--- config.mk ---
export PLATFORM = sky130hd
export DESIGN_NAME = scan_start_ctrl
export DESIGN_NICKNAME = d
export VERILOG_FILES = /design/src/rtl/scan_start_ctrl.sv
export SDC_FILE = /design/constraint.sdc
export NUM_CORES = 1
export LEC_CHECK = 0
export ABC_AREA = 1
export BUFFER_PORTS_ARGS = -buffer_cell sky130_fd_sc_hd__buf_2
export CORE_UTILIZATION = 55
export DETAILED_ROUTE_END_ITERATION = 10
export GPL_TIMING_DRIVEN = 0
export PLACE_DENSITY = 0.85
export SYNTH_ARGS = -nofsm -noshare
export SYNTH_HDL_FRONTEND = slang
export SYNTH_SLANG_ARGS = --single-unit
--- constraint.sdc ---
create_clock -name clk -period 2.4 [get_ports clk]
set_clock_uncertainty 0.15 [all_clocks]
set_input_delay 0.12 -clock clk [delete_from_list [all_inputs] [get_ports clk]]
set_output_delay 0.12 -clock clk [all_outputs]
set_load 0.02 [all_outputs]
--- src/rtl/scan_start_ctrl.sv ---
module scan_start_ctrl #(
  parameter int H_ACTIVE    = 80,
  parameter int H_FP        = 4,
  parameter int H_SYNC      = 12,
  parameter int H_BP        = 4,
  parameter int V_ACTIVE    = 200,
  parameter int V_FP        = 3,
  parameter int V_SYNC      = 2,
  parameter int V_BP        = 5,
  parameter int LINE_STRIDE = 80,
  parameter logic [7:0] IDX_HI = 8'h0C,
  parameter logic [7:0] IDX_LO = 8'h0D
) (
  input  logic        clk,
  input  logic        rst_n,
  input  logic [1:0]  host_sel,
  input  logic        host_wr,
  input  logic [7:0]  host_wdata,
  output logic [7:0]  host_rdata,
  output logic        hsync,
  output logic        vsync,
  output logic        disp_en,
  output logic [15:0] scan_addr
);
  localparam int H_TOTAL = H_ACTIVE + H_FP + H_SYNC + H_BP;
  localparam int V_TOTAL = V_ACTIVE + V_FP + V_SYNC + V_BP;
  localparam int HW = $clog2(H_TOTAL);
  localparam int VW = $clog2(V_TOTAL);
  localparam logic [HW-1:0] H_LAST  = HW'(H_TOTAL - 1);
  localparam logic [HW-1:0] H_VIS   = HW'(H_ACTIVE);
  localparam logic [HW-1:0] HS_BEG  = HW'(H_ACTIVE + H_FP);
  localparam logic [HW-1:0] HS_END  = HW'(H_ACTIVE + H_FP + H_SYNC);
  localparam logic [VW-1:0] V_LAST  = VW'(V_TOTAL - 1);
  localparam logic [VW-1:0] V_VIS   = VW'(V_ACTIVE);
  localparam logic [VW-1:0] VS_BEG  = VW'(V_ACTIVE + V_FP);
  localparam logic [VW-1:0] VS_END  = VW'(V_ACTIVE + V_FP + V_SYNC);
  localparam logic [VW-1:0] VS_PRE  = VW'(V_ACTIVE + V_FP - 1);
  localparam logic [15:0]   STRIDE  = 16'(LINE_STRIDE);

  logic [HW-1:0] hcnt;
  logic [VW-1:0] vcnt;
  logic [7:0]    idx, sh_hi, sh_lo;
  logic [15:0]   start_act, row_base;

  wire line_end  = hcnt == H_LAST;
  wire frame_end = line_end && vcnt == V_LAST;
  wire load_now  = line_end && vcnt == VS_PRE;

  always_ff @(posedge clk or negedge rst_n)
    if (!rst_n) begin
      hcnt <= '0;
      vcnt <= '0;
    end else begin
      hcnt <= line_end ? '0 : hcnt + 1'b1;
      if (line_end) vcnt <= (vcnt == V_LAST) ? '0 : vcnt + 1'b1;
    end

  always_ff @(posedge clk or negedge rst_n)
    if (!rst_n) begin
      start_act <= '0;
      row_base  <= '0;
    end else begin
      if (load_now) start_act <= {sh_hi, sh_lo};
      if (frame_end) row_base <= start_act;
      else if (line_end && vcnt < V_VIS) row_base <= row_base + STRIDE;
    end

  always_ff @(posedge clk or negedge rst_n)
    if (!rst_n) begin
      idx   <= '0;
      sh_hi <= '0;
      sh_lo <= '0;
    end else if (host_wr) begin
      if (host_sel == 2'd0) idx <= host_wdata;
      else if (host_sel == 2'd1) begin
        if (idx == IDX_HI) sh_hi <= host_wdata;
        if (idx == IDX_LO) sh_lo <= host_wdata;
      end
    end

  assign disp_en   = hcnt < H_VIS && vcnt < V_VIS;
  assign hsync     = hcnt >= HS_BEG && hcnt < HS_END;
  assign vsync     = vcnt >= VS_BEG && vcnt < VS_END;
  assign scan_addr = row_base + 16'(hcnt);

  always_comb
    case (host_sel)
      2'd0:    host_rdata = idx;
      2'd1:    host_rdata = (idx == IDX_HI) ? sh_hi : (idx == IDX_LO) ? sh_lo : 8'h00;
      2'd2:    host_rdata = {4'b0000, vsync, 2'b00, ~disp_en};
      default: host_rdata = 8'h00;
    endcase
endmodule

# [Yosys cells after proc, flatten, opt, wreduce, memory -nomap -nowiden]
# Index checks and enable logic that the tools add are counted.
[totals] ff_bits=71 out_inout_bits=27
[classes] addsub=4 magnitude_cmp=6 n_eq_ne=7 muxes=7 bitwise_logic=2 reduce_logical=11
[ops] cell="$mux 16" count=2
[ops] cell="$mux 8" count=3
[ops] cell="$pmux 8 s3" count=1
[ops] cell="$add 16x7->16" count=1
[ops] cell="$add 16x7->16 const B" count=1
[ops] cell="$eq 8x4->1 const B" count=2
[ops] cell="$eq 8x8->1 const B" count=2
[ops] cell="$lt 8x8->1 const B" count=2
[ops] cell="$lt 7x7->1 const B" count=2
[ops] cell="$add 8x1->8 const B" count=1
[ops] cell="$ge 8x8->1 const B" count=1
[ops] cell="$reduce_and 4->1" count=2
[ops] cell="$add 7x1->7 const B" count=1
[ops] cell="$eq 7x7->1 const B" count=1
[ops] cell="$ge 7x7->1 const B" count=1
[ops] cell="$mux 7" count=1
[ops] cell="$logic_and 1x1->1" count=6
[ops] cell="$eq 2x1->1 const B" count=1
[ops] cell="$eq 2x2->1 const B" count=1
[ops] cell="$logic_not 2->1" count=1
[ops] cell="$not 1->1" count=2
[ops] cell="$reduce_and 2->1" count=1
[ops] cell="$reduce_bool 2->1" count=1

# [Depth between registers and ports, before layout]
# Gate-level depths: netlist (run 1).
[logic_depth] word_depth=4 mapped_depth=10 depth_no_buf=10

# [Least setup slack after synthesis (run 1)]
# Ideal clock, no wire load.
[synth_path] path_kind="register -> output" startpoint="register hcnt[0]" endpoint="output port scan_addr[8]" arrival_time_ps=1713 required_ps=2130 slack_ps=417 stages_incl_launch_ff=8 n_path_buf=0 path_cell_list="dfrtp_1 -> ha_1 -> fa_1 -> nand3_1 -> nand2_1 -> nand2_1 -> nand3_1 -> xor2_1"
[synth_between] elab_chain_cells=1
[synth_rtl] item="start: declaration" line="40" rtl="logic [HW-1:0] hcnt;"
[synth_rtl] item="start signal: assignment" line="54" rtl="hcnt <= line_end ? '0 : hcnt + 1'b1;"
[synth_rtl] item="$add 16x7->16" line="84" rtl="assign scan_addr = row_base + 16'(hcnt);"
[synth_rtl] item="end: declaration" line="23" rtl="output logic [15:0] scan_addr"
# No other way between the ends.

# [Final worst setup path (run 1)]
[layout_path] startpoint="register hcnt[0]" endpoint="output port scan_addr[10]"
# Same word-level chain as after synthesis.

==> summary by stage, run 1 <==
Worst setup path
For the worst setup path, the data arrival time is 2.02 ns. The launching element type of the critical path is a flip-flop. The setup path with the least slack is of type flip-flop to primary output. The worst setup path is captured at a primary output. Counting both buffers and inverters, the worst setup path holds a total of 1.

The most repeated library cell on the critical path is sky130_fd_sc_hd__nand2_1. At the worst endpoint, the required time is 2.13 ns. The signal on the critical path passes through ha_1, fa_2, nand3_1, nand2_2, nand2_1, nand3_2, nand2_1, nand2_1, nand2_1, buf_4. The master of the slowest instance on the critical path is sky130_fd_sc_hd__dfrtp_1. In this run the worst path has a maximum fanout of 4. The worst-case register-to-register setup slack is 0.53 ns. The largest delay contributor family on the critical path is simple AND/OR/NAND/NOR gates. The largest stage delay on the critical path is 0.38 ns.

Clock tree
The number of CTS-inserted buffers is 9. The maximum count of clock buffers along a single path is 2. The clock root buffer is sky130_fd_sc_hd__clkbuf_8. The clock-pin slew of the registers on the worst-case setup and hold paths is 0.08 ns.

TritonCTS built the clock tree. The tree built by TritonCTS fans out to 71 sinks. The deepest level of the CTS H-tree is 3.

The later-pin clock latency in the skew report is 0.35 ns.

Logic synthesis
The post-synthesis instance total is 577. By area the synthesized netlist is led by sky130_fd_sc_hd__dfrtp_1, sky130_fd_sc_hd__nand2_1, sky130_fd_sc_hd__nand3_1. Of the post-synthesis cell area, the part taken by muxes is 1.843%. The average cell area after synthesis is 7.412 um2. The xor/xnor cell area share of the yosys netlist is 2.662%.

The synthesized-area fraction occupied by ao, oa, aoi and oai cells is 2.106%. The net count after synthesis is 604. The area share of the leading cell type in the synthesized netlist is 41.54%. The post-synthesis share of cell area spent on full adders, half adders and majority gates is 4.272%. After synthesis, the netlist uses 30 different library cells. Summing the areas of all and, or, nand and nor instances in the mapped netlist gives 40.93% of the synthesized area.

The sequential element share of the synthesized area is 41.54%. The warning count from the yosys run is 0. After synthesis the cells add up to 4277 um2. The largest total area in the synthesized netlist belongs to sky130_fd_sc_hd__dfrtp_1.

After synthesis, the largest family of logic cells by area is simple AND/OR/NAND/NOR gates. The number of storage elements in the synthesis netlist is 71.

STA
Setup violations remaining at the end of the flow were counted as 0. The final count of pins violating max slew is 0. Summed over all failing endpoints, the final setup total negative slack is 0 ns. For the pin with the worst max-slew slack, the measured transition is 0.8861 ns.

Static timing analysis puts the maximum clock frequency at 0.4361 GHz. The hold violation count in the final report is 0. The worst-case headroom to the max-slew limit is 40.93%.

The smallest setup slack after layout is 0.1072 ns. The final critical path time including I/O delays and setup is 2.293 ns. The final critical path takes up 95.53% of the cycle.

Floorplanning
The starting utilization of the core area is 58.03%. The die covers 8132 um2. Measured along the y axis, the die boundary spans 90.18 um.

Measured along the x axis, the die boundary spans 90.18 um. The count of pins on the block boundary is 40. The floorplan step defined a core boundary enclosing 7370 um2.

The number of core rows is 31.

Finish
After the last flow step, the layout net total stands at 664. Cells with a size suffix above 1 make up 16.98% of the layout. The antenna diode instance count is 0. The area growth from synthesis to layout is 15.97%.

Placed design
The number of port buffers is 39. The congestion estimate from routability-driven global placement came to 0.8923. The HPWL after detailed placement is 7.043 mm. Prior to clock tree synthesis, the placed netlist has a worst setup slack of 0.3351 ns.

Global routing
Global routing finished with a remaining overflow of 0. The via count of the first global-routing pass is 3771. The first-pass GRT wire length is 16.70 mm. The initial antenna violation count came to 0.

In the global route stage, overall resource usage came out at 25.44%. Entering global routing, the biggest net connects 72 pins.

Run
Across the run, the number of max-cap violations was 0.

Min path
In this run the worst hold path is classified as input pin to flip-flop.

Pwr
The leakage power of the design is 2.785 nW. Power comes to 2.391 mW. The peak ir drop on the vdd network is 0.0002929 V. For this design the ratio of total power to cell area is 482.1 nW/um2.

Drt
For this run, design rule violations remaining after detail routing come to 0. The post-detailed-route via-to-cell ratio is 5.296. The antenna violation net count after detailed routing is 0. The routed design has 9.736 mm of wire. The routed layout has 3924 vias.

The count of TritonRoute iterations in the first routing pass is 5. After detailed routing, the average wire length per cell comes to 13.14 um. The initial detailed-routing violation count is 231.

Run status
The run finished with clean final reports.
==> cell usage after synthesis (all sizes together) <==
master / count
dfrtp: 71
and2: 4
xor2: 13
and3: 1
nand3: 92
nor3: 11
o21ai: 10
nand2: 230
a21oi: 8
inv: 50
nor3b: 1
mux2: 7
clkbuf: 1
nand4: 9
buf: 14
ha: 13
nand3b: 6
fa: 1
nor2: 33
or2: 2
==> worst register-to-register path, delay by kind of cell (launching register included) <==
family / cells / cell delay (ns)
flip-flops: 1 / 0.41
AND/OR/NAND/NOR: 5 / 0.69
adder cells (fa/ha/maj): 1 / 0.16
buffers and inverters: 2 / 0.37
==> cell type report <==
class / instances / area (um2)
Fill cell: 617 / 2410
Buffer: 15 / 96.34
Inverter: 50 / 187.7
Clock buffer: 12 / 145.1
Tap cell: 99 / 123.9
Timing Repair Buffer: 49 / 297.8
Sequential cell: 71 / 1778
Multi-Input combinational cell: 441 / 2286
Clock inverter: 4 / 45.04
==> flip-flops by register name (all words and copies together) (netlist names) <==
signal and flops:
hcnt 7, idx 8, sh_lo 8, row_base 16, start_act 16, vcnt 8, sh_hi 8
==> timing repair <==
item	CTS	global route
setup buffers	1	0
setup endpoints to repair	4	18
hold endpoints to repair	95	0
gates resized for setup	0	15
hold buffers	9	0
==> final timing paths <==
path	startpoint	endpoint	cells past startpoint
max	hcnt[0]$_DFF_PN0_	scan_addr[10]	10
min	host_wr	idx[0]$_DFFE_PN0P_	3
max reg2reg	vcnt[0]$_DFFE_PN0N_	start_act[10]$_DFFE_PN0P_	8
min reg2reg	start_act[9]$_DFFE_PN0P_	start_act[9]$_DFFE_PN0P_	2
max in group asynchronous	rst_n	hcnt[5]$_DFF_PN0_	2
min in group asynchronous	rst_n	idx[1]$_DFFE_PN0P_	2
==> per-layer routing <==
metal  global-route usage [%]  up-vias  share of wire (%)
met1                    31.07     1797                 43
met5                        0        -                  0
met2                    44.53      136                 49
li1                         -     1970                  -
met3                    2.961       21                4.6
met4                    12.50        0                2.6
==> cells by family (layout without fill, tap and decap cells) <==
group           Yosys count  after routing
simple gates            389            389
compound gates           18             18
flops                    71             71
mux                       7              7
xor+xnor                 13             13
buf+inv                  65            130
fa+ha+maj                14             14
==> layout by cell type, fill, tap and decap left out, drive strengths merged, types with 2 or more instances in the layout <==
| master | synthesis | layout |
|---|---|---|
| nand2 | 230 | 230 |
| o21ai | 10 | 10 |
| dlygate4sd3 | 0 | 9 |
| dfrtp | 71 | 71 |
| nor2 | 33 | 33 |
| nand3b | 6 | 6 |
| clkinv | 0 | 3 |
| nand3 | 92 | 92 |
| and2 | 4 | 4 |
| clkbuf | 1 | 13 |
| mux2 | 7 | 7 |
| nand4 | 9 | 9 |
| a21oi | 8 | 8 |
| buf | 14 | 54 |
| nor3 | 11 | 11 |
| inv | 50 | 50 |
| or2 | 2 | 2 |
| ha | 13 | 13 |
| xor2 | 13 | 13 |
==> through the flow <==
step                      area (um2)  hold slack, ns  cells  utilization, %
after global placement          4596          0.2431    715           62.36
final                           4960          0.1417    741           67.30
after detailed placement        4598          0.1551    715           62.39
after floorplan                 4277         -0.3256    577               -
after global routing            4960          0.2015    741           67.30
after CTS                       4886          0.1463    741           66.30
==> power by group <==
group | total, mW | switching [mW] | internal (mW)
Clock | 0.945 | 0.440 | 0.504
Sequential | 1.27 | 0.0400 | 1.23
Combinational | 0.173 | 0.106 | 0.0667
Total | 2.39 | 0.587 | 1.80
No activity file was read; power rests on OpenSTA's default activity.
==> run 2, diff against run 1 <==
BUFFER_PORTS_ARGS = default   (was -buffer_cell sky130_fd_sc_hd__buf_2)
DONT_BUFFER_PORTS = 1   (was default)
PLACE_DENSITY = 0.8   (was 0.85)
==> run 2 against run 1 <==
First-iteration DRC count up 47%. Setup slack improved by 0.039 ns. Critical path depth decreased by 4. Sequential share of layout area grew 0.17 points. Sequential cell count is the same. Worst hold slack worse by 0.13 ns. Via count is 3.7% lower. Global-route usage rose by 0.55 points. Clock power increased by 37%. Combinational power fell by 8%. Design area fell by 0.53%.
==> summary by stage, run 2 (synthesis results as in run 1) <==
Finish
The proportion of layout cells with a drive suffix above 1 is 13.25% (-3.7 points). The largest registers in the layout are row_base x16, start_act x16. The antenna diode instance count is 0 (unchanged). The area growth from synthesis to layout is 15.36%. The library cell used most frequently in the layout, excluding fill and tap cells, is sky130_fd_sc_hd__nand2_1. The number of nets at the end of the flow is 626 (-5.7%). The post-route core utilization is 66.94% (-0.36 points). The top cell types in the final layout, fill and taps aside, are sky130_fd_sc_hd__nand2_1, sky130_fd_sc_hd__nand3_1, sky130_fd_sc_hd__dfrtp_1.

Floorplanning
The vertical die dimension is 90.18 um (unchanged). The starting utilization of the core area is 58.03% (unchanged). The die extent in x was 90.18 um (unchanged).

The die outline area is 8132 um2 (unchanged). The number of core rows is 31 (unchanged). The count of pins on the block boundary is 40 (unchanged).

The core area was 7370 um2 (unchanged).

Drt
The total via count after detailed routing came to 3778 (-3.7%). The post-detailed-route via-to-cell ratio is 5.374 (+1.5%). The total length of routed wires is 9.747 mm (+0.11%). The post-route DRC violation count is 0 (unchanged).

The post-detailed-route wirelength per cell is 13.86 um (+5.5%). The count of TritonRoute iterations in the first routing pass is 4 (-1). The initial detailed-routing violation count is 340 (+47%). The antenna violation net count after detailed routing is 0 (unchanged).

Global routing
The global-route usage over all layers is 25.99% (+0.55 points). The residual overflow from global routing is 0 (unchanged). The initial antenna violation count was 0 (unchanged). The first-pass GRT wire length is 16.91 mm (+1.2%). The maximum number of pins on one net before global-route repair is 72 (unchanged). The via count of the first global-routing pass came to 3692 (-2.1%).

Pwr
The switching portion of total power is 22.39% (-2.1 points). The power density over the cells was 553.0 nW/um2 (+15%). The post-route total power came to 2.728 mW (+14%). The design internal power is 2.117 mW (+17%). The sequential share of power was 46.8% (-6.5 points).

The leakage power of the design was 2.657 nW (-4.6%). The clock network power share is 47.4% (+7.9 points). The net switching power figure was 610.7 uW (+4.1%). The share of power burned in combinational logic is 5.8% (-1.4 points). The peak ir drop on the vdd network was 0.0004879 V (+67%).

STA
The period utilization is 93.92% (-1.6 points). The top achievable clock speed is 0.4436 GHz (+1.7%). Setup repair after global routing could not meet its margin everywhere.

The hold violation count in the final report is 0 (unchanged). The worst-case headroom to the max-slew limit is 54.44% (+14 points). The final critical path time including I/O delays and setup was 2.254 ns (-0.03864 ns).

The number of setup violations in the final report is 0 (unchanged). The transition time at the pin with the least slew margin was 0.6782 ns (-0.2079 ns). The final count of pins violating max slew came to 0 (unchanged).

Worst setup path
STA classifies the critical path endpoint as a primary output. The data required time of the worst path is 2.13 ns (about the same). The largest fanout on the critical path is 5 (+1). STA classifies the critical path startpoint as a flip-flop. The arrival time reported for the critical path endpoint is 1.98 ns (-0.04 ns).

The path type of the worst setup path is flip-flop to primary output.

Clock tree
The later-pin clock latency in the skew report is 0.36 ns (about the same). TritonCTS built the clock tree. The number of sinks on the clock net is 71 (unchanged). The maximum count of clock buffers along a single path is 2 (unchanged).

The clock root buffer is sky130_fd_sc_hd__clkbuf_8. The deepest level of the CTS H-tree is 3 (unchanged). The number of CTS-inserted buffers is 9 (unchanged). The clock-pin slew of the registers on the worst-case setup and hold paths is 0.07 ns (about the same).

Placed design
The number of port buffers is 0 (-100%). The HPWL after detailed placement was 6.878 mm (-2.3%). The routability-driven placement congestion ratio came to 0.9223 (+3.4%).

Run status
The run finished with clean final reports.

Min path
The tightest min-delay check is of the input pin to flip-flop type.

Run
The max capacitance violation total is 0 (unchanged).
-- run 2: timing repair --
item	4_1_cts	5_1_grt
setup buffers	1	0
pin swaps	2	2
gates cloned	0	0
hold endpoints to repair	95	0
hold buffers	10	0
gates resized for setup	10	15
setup endpoints to repair	6	17
-- run 2: metrics by stage --
step / TNS [ns] / instances / setup WS (ns) / hold WS (ns) / cell area, um2
3_5_place_dp: 0 / 676 / 0.2511 / -0.3232 / 4400
6_report: 0 / 703 / 0.1458 / 0.01423 / 4933
4_1_cts: -0.004855 / 703 / -0.004855 / 0.005965 / 4861
2_1_floorplan: 0 / 577 / 0.4167 / -0.3256 / 4277
5_1_grt: -0.07521 / 703 / -0.02135 / 0.05812 / 4933
3_3_place_gp: 0 / 676 / 0.2905 / -0.3231 / 4400
-- run 2: final timing paths --
kind	from	to	slack, ns	cells past startpoint
worst min register to register	start_act[2]$_DFFE_PN0P_	row_base[2]$_DFFE_PN0P_	0.32	2
worst max-delay path	hcnt[6]$_DFF_PN0_	scan_addr[11]	0.15	6
worst min-delay path	host_wr	idx[0]$_DFFE_PN0P_	0.01	2
max in group asynchronous	rst_n	row_base[1]$_DFFE_PN0P_	1.66	2
worst max register to register	vcnt[4]$_DFFE_PN0N_	row_base[9]$_DFFE_PN0P_	0.46	8
min in group asynchronous	rst_n	vcnt[5]$_DFFE_PN0N_	0.15	2
-- run 2: per-layer routing --
layer / vias to the layer above / track usage, % / part of all wire, %
met3: 33 / 6.176 / 7.1
li1: 1902 / - / -
met2: 131 / 42.30 / 47
met1: 1712 / 32.82 / 43
met5: - / 0 / 0
met4: 0 / 11.96 / 3.1
-- run 2: critical path, stage by stage, from the launching register on --
cell                      delay (ns)
sky130_fd_sc_hd__dfrtp_1        0.44
sky130_fd_sc_hd__ha_2           0.41
sky130_fd_sc_hd__nand2_1        0.09
sky130_fd_sc_hd__nor2_1         0.16
sky130_fd_sc_hd__nand3_1        0.10
sky130_fd_sc_hd__nand2_1        0.15
sky130_fd_sc_hd__xor2_2         0.28
-- run 2: final cells by class --
type	count	area, um2
fillers	618	2436
multi-input cells	441	2354
flip-flops and latches	71	1777
inverters	50	187.7
clock buffers	11	141.4
clock inverters	5	128.9
repair buffers	11	125.1
well taps	99	123.9
plain buffers	15	96.34
-- run 2: power by group through the flow --
stage | combinational (mW) | clock [mW] | sequential, mW
final | 0.159 | 1.29 | 1.28
after global routing | 0.177 | 1.36 | 1.28
after CTS | 0.156 | 1.32 | 1.27
after detailed placement | 0.108 | 0 | 1.29
after global placement | 0.104 | 0 | 1.29
after floorplan | 0.0947 | 0 | 1.28
==> run 3, diff against run 2 <==
CORE_UTILIZATION = 30   (was 55)
PLACE_DENSITY = default   (was 0.8)
PLACE_DENSITY_LB_ADDON = 0.1   (was default)
==> run 3 against run 2 <==
Global-route usage decreased by 9.3 points. First-iteration DRC count shrank 61%. Sequential share of layout area down 0.55 points. Final cell count is 11% higher. Design area rose by 1.5%. Clock-buffer cell count rose by 2. Power up 0.31%. Fmax shrank 0.28%. Setup slack got worse by 0.0062 ns. Via count down 3.8%. Critical endpoint is now scan_addr[12]. Largest cell class unchanged.
==> summary by stage, run 3 (synthesis results as in run 1) <==
Worst setup path
The largest fanout on the critical path is 5 (unchanged). The arrival time reported for the critical path endpoint is 1.99 ns (about the same). The launching element type of the critical path is a flip-flop. The data required time of the worst path was 2.13 ns (about the same).

The worst setup path is of the flip-flop to primary output kind. The endpoint type of the worst setup path is a primary output.

Clock tree
The clock-pin slew of the registers on the worst-case setup and hold paths was 0.05 ns (-0.02 ns). The maximum count of clock buffers along a single path is 2 (unchanged). The deepest level of the CTS H-tree is 3 (unchanged). The clock root buffer is sky130_fd_sc_hd__clkbuf_16. The later-pin clock latency in the skew report came to 0.34 ns (-0.02 ns).

The number of CTS-inserted buffers came to 9 (unchanged). The number of sinks on the clock net is 71 (unchanged). TritonCTS built the clock tree.

Drt
The total via count after detailed routing was 3634 (-3.8%). The initial detailed-routing violation count came to 132 (-61%). The post-detailed-route wirelength per cell is 14.11 um (+1.8%). The count of TritonRoute iterations in the first routing pass is 4 (unchanged). The total length of routed wires is 11.03 mm (+13%). The post-route DRC violation count is 0 (unchanged). The post-detailed-route via-to-cell ratio is 4.647 (-14%). The antenna violation net count after detailed routing is 0 (unchanged).

Pwr
The peak ir drop on the vdd network came to 0.0002738 V (-44%). The leakage power of the design is 2.659 nW (about the same). The post-route total power is 2.737 mW (+0.31%).

The power density over the cells is 546.3 nW/um2 (-1.2%).

STA
The final count of pins violating max slew was 0 (unchanged). The worst hold slack is 0.04975 ns (+0.03552 ns). Setup repair after global routing could not meet its margin everywhere. The hold violation count in the final report is 0 (unchanged). The top achievable clock speed came to 0.4424 GHz (-0.28%).

The number of setup violations in the final report is 0 (unchanged). The period utilization was 94.18% (+0.26 points). The transition time at the pin with the least slew margin is 0.6998 ns (+0.02151 ns). The worst-case headroom to the max-slew limit is 52.99% (-1.4 points). The final critical path time including I/O delays and setup is 2.260 ns (+0.006218 ns). The final-layout setup total negative slack is 0 ns (unchanged). The smallest setup slack after layout is 0.1396 ns (-0.006218 ns).

Min path
The path type of the worst min-delay path is input pin to flip-flop.

Floorplanning
The number of core rows is 43 (+39%). The vertical die dimension came to 121.4 um (+35%). The die extent in x came to 121.4 um (+35%). The core area came to 13880 um2 (+88%). The starting utilization of the core area is 30.81% (-27 points). The die outline area is 14740 um2 (+81%). The count of pins on the block boundary is 40 (unchanged).

Finish
The antenna diode instance count is 0 (unchanged). The post-route core utilization came to 36.09% (-31 points). Leaving out fill and tap cells, the most frequent cells in the layout are sky130_fd_sc_hd__nand2_1, sky130_fd_sc_hd__nand3_1, sky130_fd_sc_hd__dfrtp_1.

The area growth from synthesis to layout is 17.14%. The proportion of layout cells with a drive suffix above 1 is 12.29% (-0.95 points). The final standard cell area without fillers is 5010 um2 (+1.5%).

In the final layout, the registers with the most flip-flops are row_base x16, start_act x16. The final non-filler cell total is 782 (+11%). The most common cell after layout, fill and taps aside is sky130_fd_sc_hd__nand2_1. The number of nets at the end of the flow is 626 (unchanged).

Global routing
The via count of the first global-routing pass is 3668 (-0.65%). The maximum number of pins on one net before global-route repair is 72 (unchanged). The first-pass GRT wire length is 18.79 mm (+11%). The global-route usage over all layers is 16.70% (-9.3 points). The initial antenna violation count is 0 (unchanged).

The residual overflow from global routing is 0 (unchanged).

Placed design
The cell area after placement is 4502 um2 (+2.3%). The pre-CTS worst setup slack is 0.2527 ns (+0.001571 ns). The routability-driven placement congestion ratio is 0.8250 (-11%). The HPWL after detailed placement is 8.153 mm (+19%). The instance count after placement with tap cells included came to 757 (+12%).

The number of port buffers is 0 (unchanged).

Run
The max capacitance violation total is 0 (unchanged).

Run status
The run finished with clean final reports.
## run 3: cell count changes in the layout (fill, tap and decap cells not counted), sizes merged
cell | before | now
bufinv | 4 | 1
clkbuf | 12 | 14
clkinv | 1 | 0
## run 3: critical path, cell delays in order (launching register included)
cell and delay (ns):
sky130_fd_sc_hd__dfrtp_1 0.44, sky130_fd_sc_hd__ha_1 0.43, sky130_fd_sc_hd__nand2_1 0.09, sky130_fd_sc_hd__inv_1 0.06, sky130_fd_sc_hd__nand2_1 0.09, sky130_fd_sc_hd__nand2_1 0.07
sky130_fd_sc_hd__nand2_1 0.06, sky130_fd_sc_hd__nand2_2 0.14, sky130_fd_sc_hd__xor2_2 0.27
## run 3: cell type report
cell class | instances | area [um2]
plain buffers | 15 | 96.34
clock buffers | 13 | 250.2
clock inverters | 1 | 30.03
fillers | 1502 | 8871
inverters | 50 | 187.7
multi-input cells | 441 | 2318
flip-flops and latches | 71 | 1777
well taps | 180 | 225.2
repair buffers | 11 | 125.1
## run 3: metal layers
layer	vias up	GRT usage [%]	wire, um
met4	0	7.639	278
met1	1644	21.45	5384
met3	21	3.759	412
met2	67	26.56	4958
met5	-	0	0
li1	1902	-	-
## run 3: repair_timing
action | in CTS | in global routing
setup buffers | 0 | 1
setup endpoints to repair | 7 | 17
cloned | 0 | 0
gates resized for setup | 8 | 13
hold endpoints to repair | 95 | 0
hold buffers | 10 | 0
pin swaps | 1 | 2
## run 3: final timing paths
| check | from | end | slack [ns] | cells past startpoint |
|---|---|---|---|---|
| max | hcnt[6]$_DFF_PN0_ | scan_addr[12] | 0.14 | 8 |
| min | host_wr | idx[0]$_DFFE_PN0P_ | 0.05 | 2 |
| max reg2reg | hcnt[1]$_DFF_PN0_ | start_act[14]$_DFFE_PN0P_ | 0.50 | 7 |
| min reg2reg | start_act[7]$_DFFE_PN0P_ | start_act[7]$_DFFE_PN0P_ | 0.31 | 2 |
| max in group asynchronous | rst_n | idx[7]$_DFFE_PN0P_ | 1.60 | 2 |
| min in group asynchronous | rst_n | sh_lo[0]$_DFFE_PN0P_ | 0.21 | 2 |
## run 3: where the power goes
group / leakage (nW) / internal (mW) / switching [mW]
registers: 0.959 / 1.24 / 0.0415
clock network: 0.136 / 0.822 / 0.479
logic: 1.56 / 0.0578 / 0.101
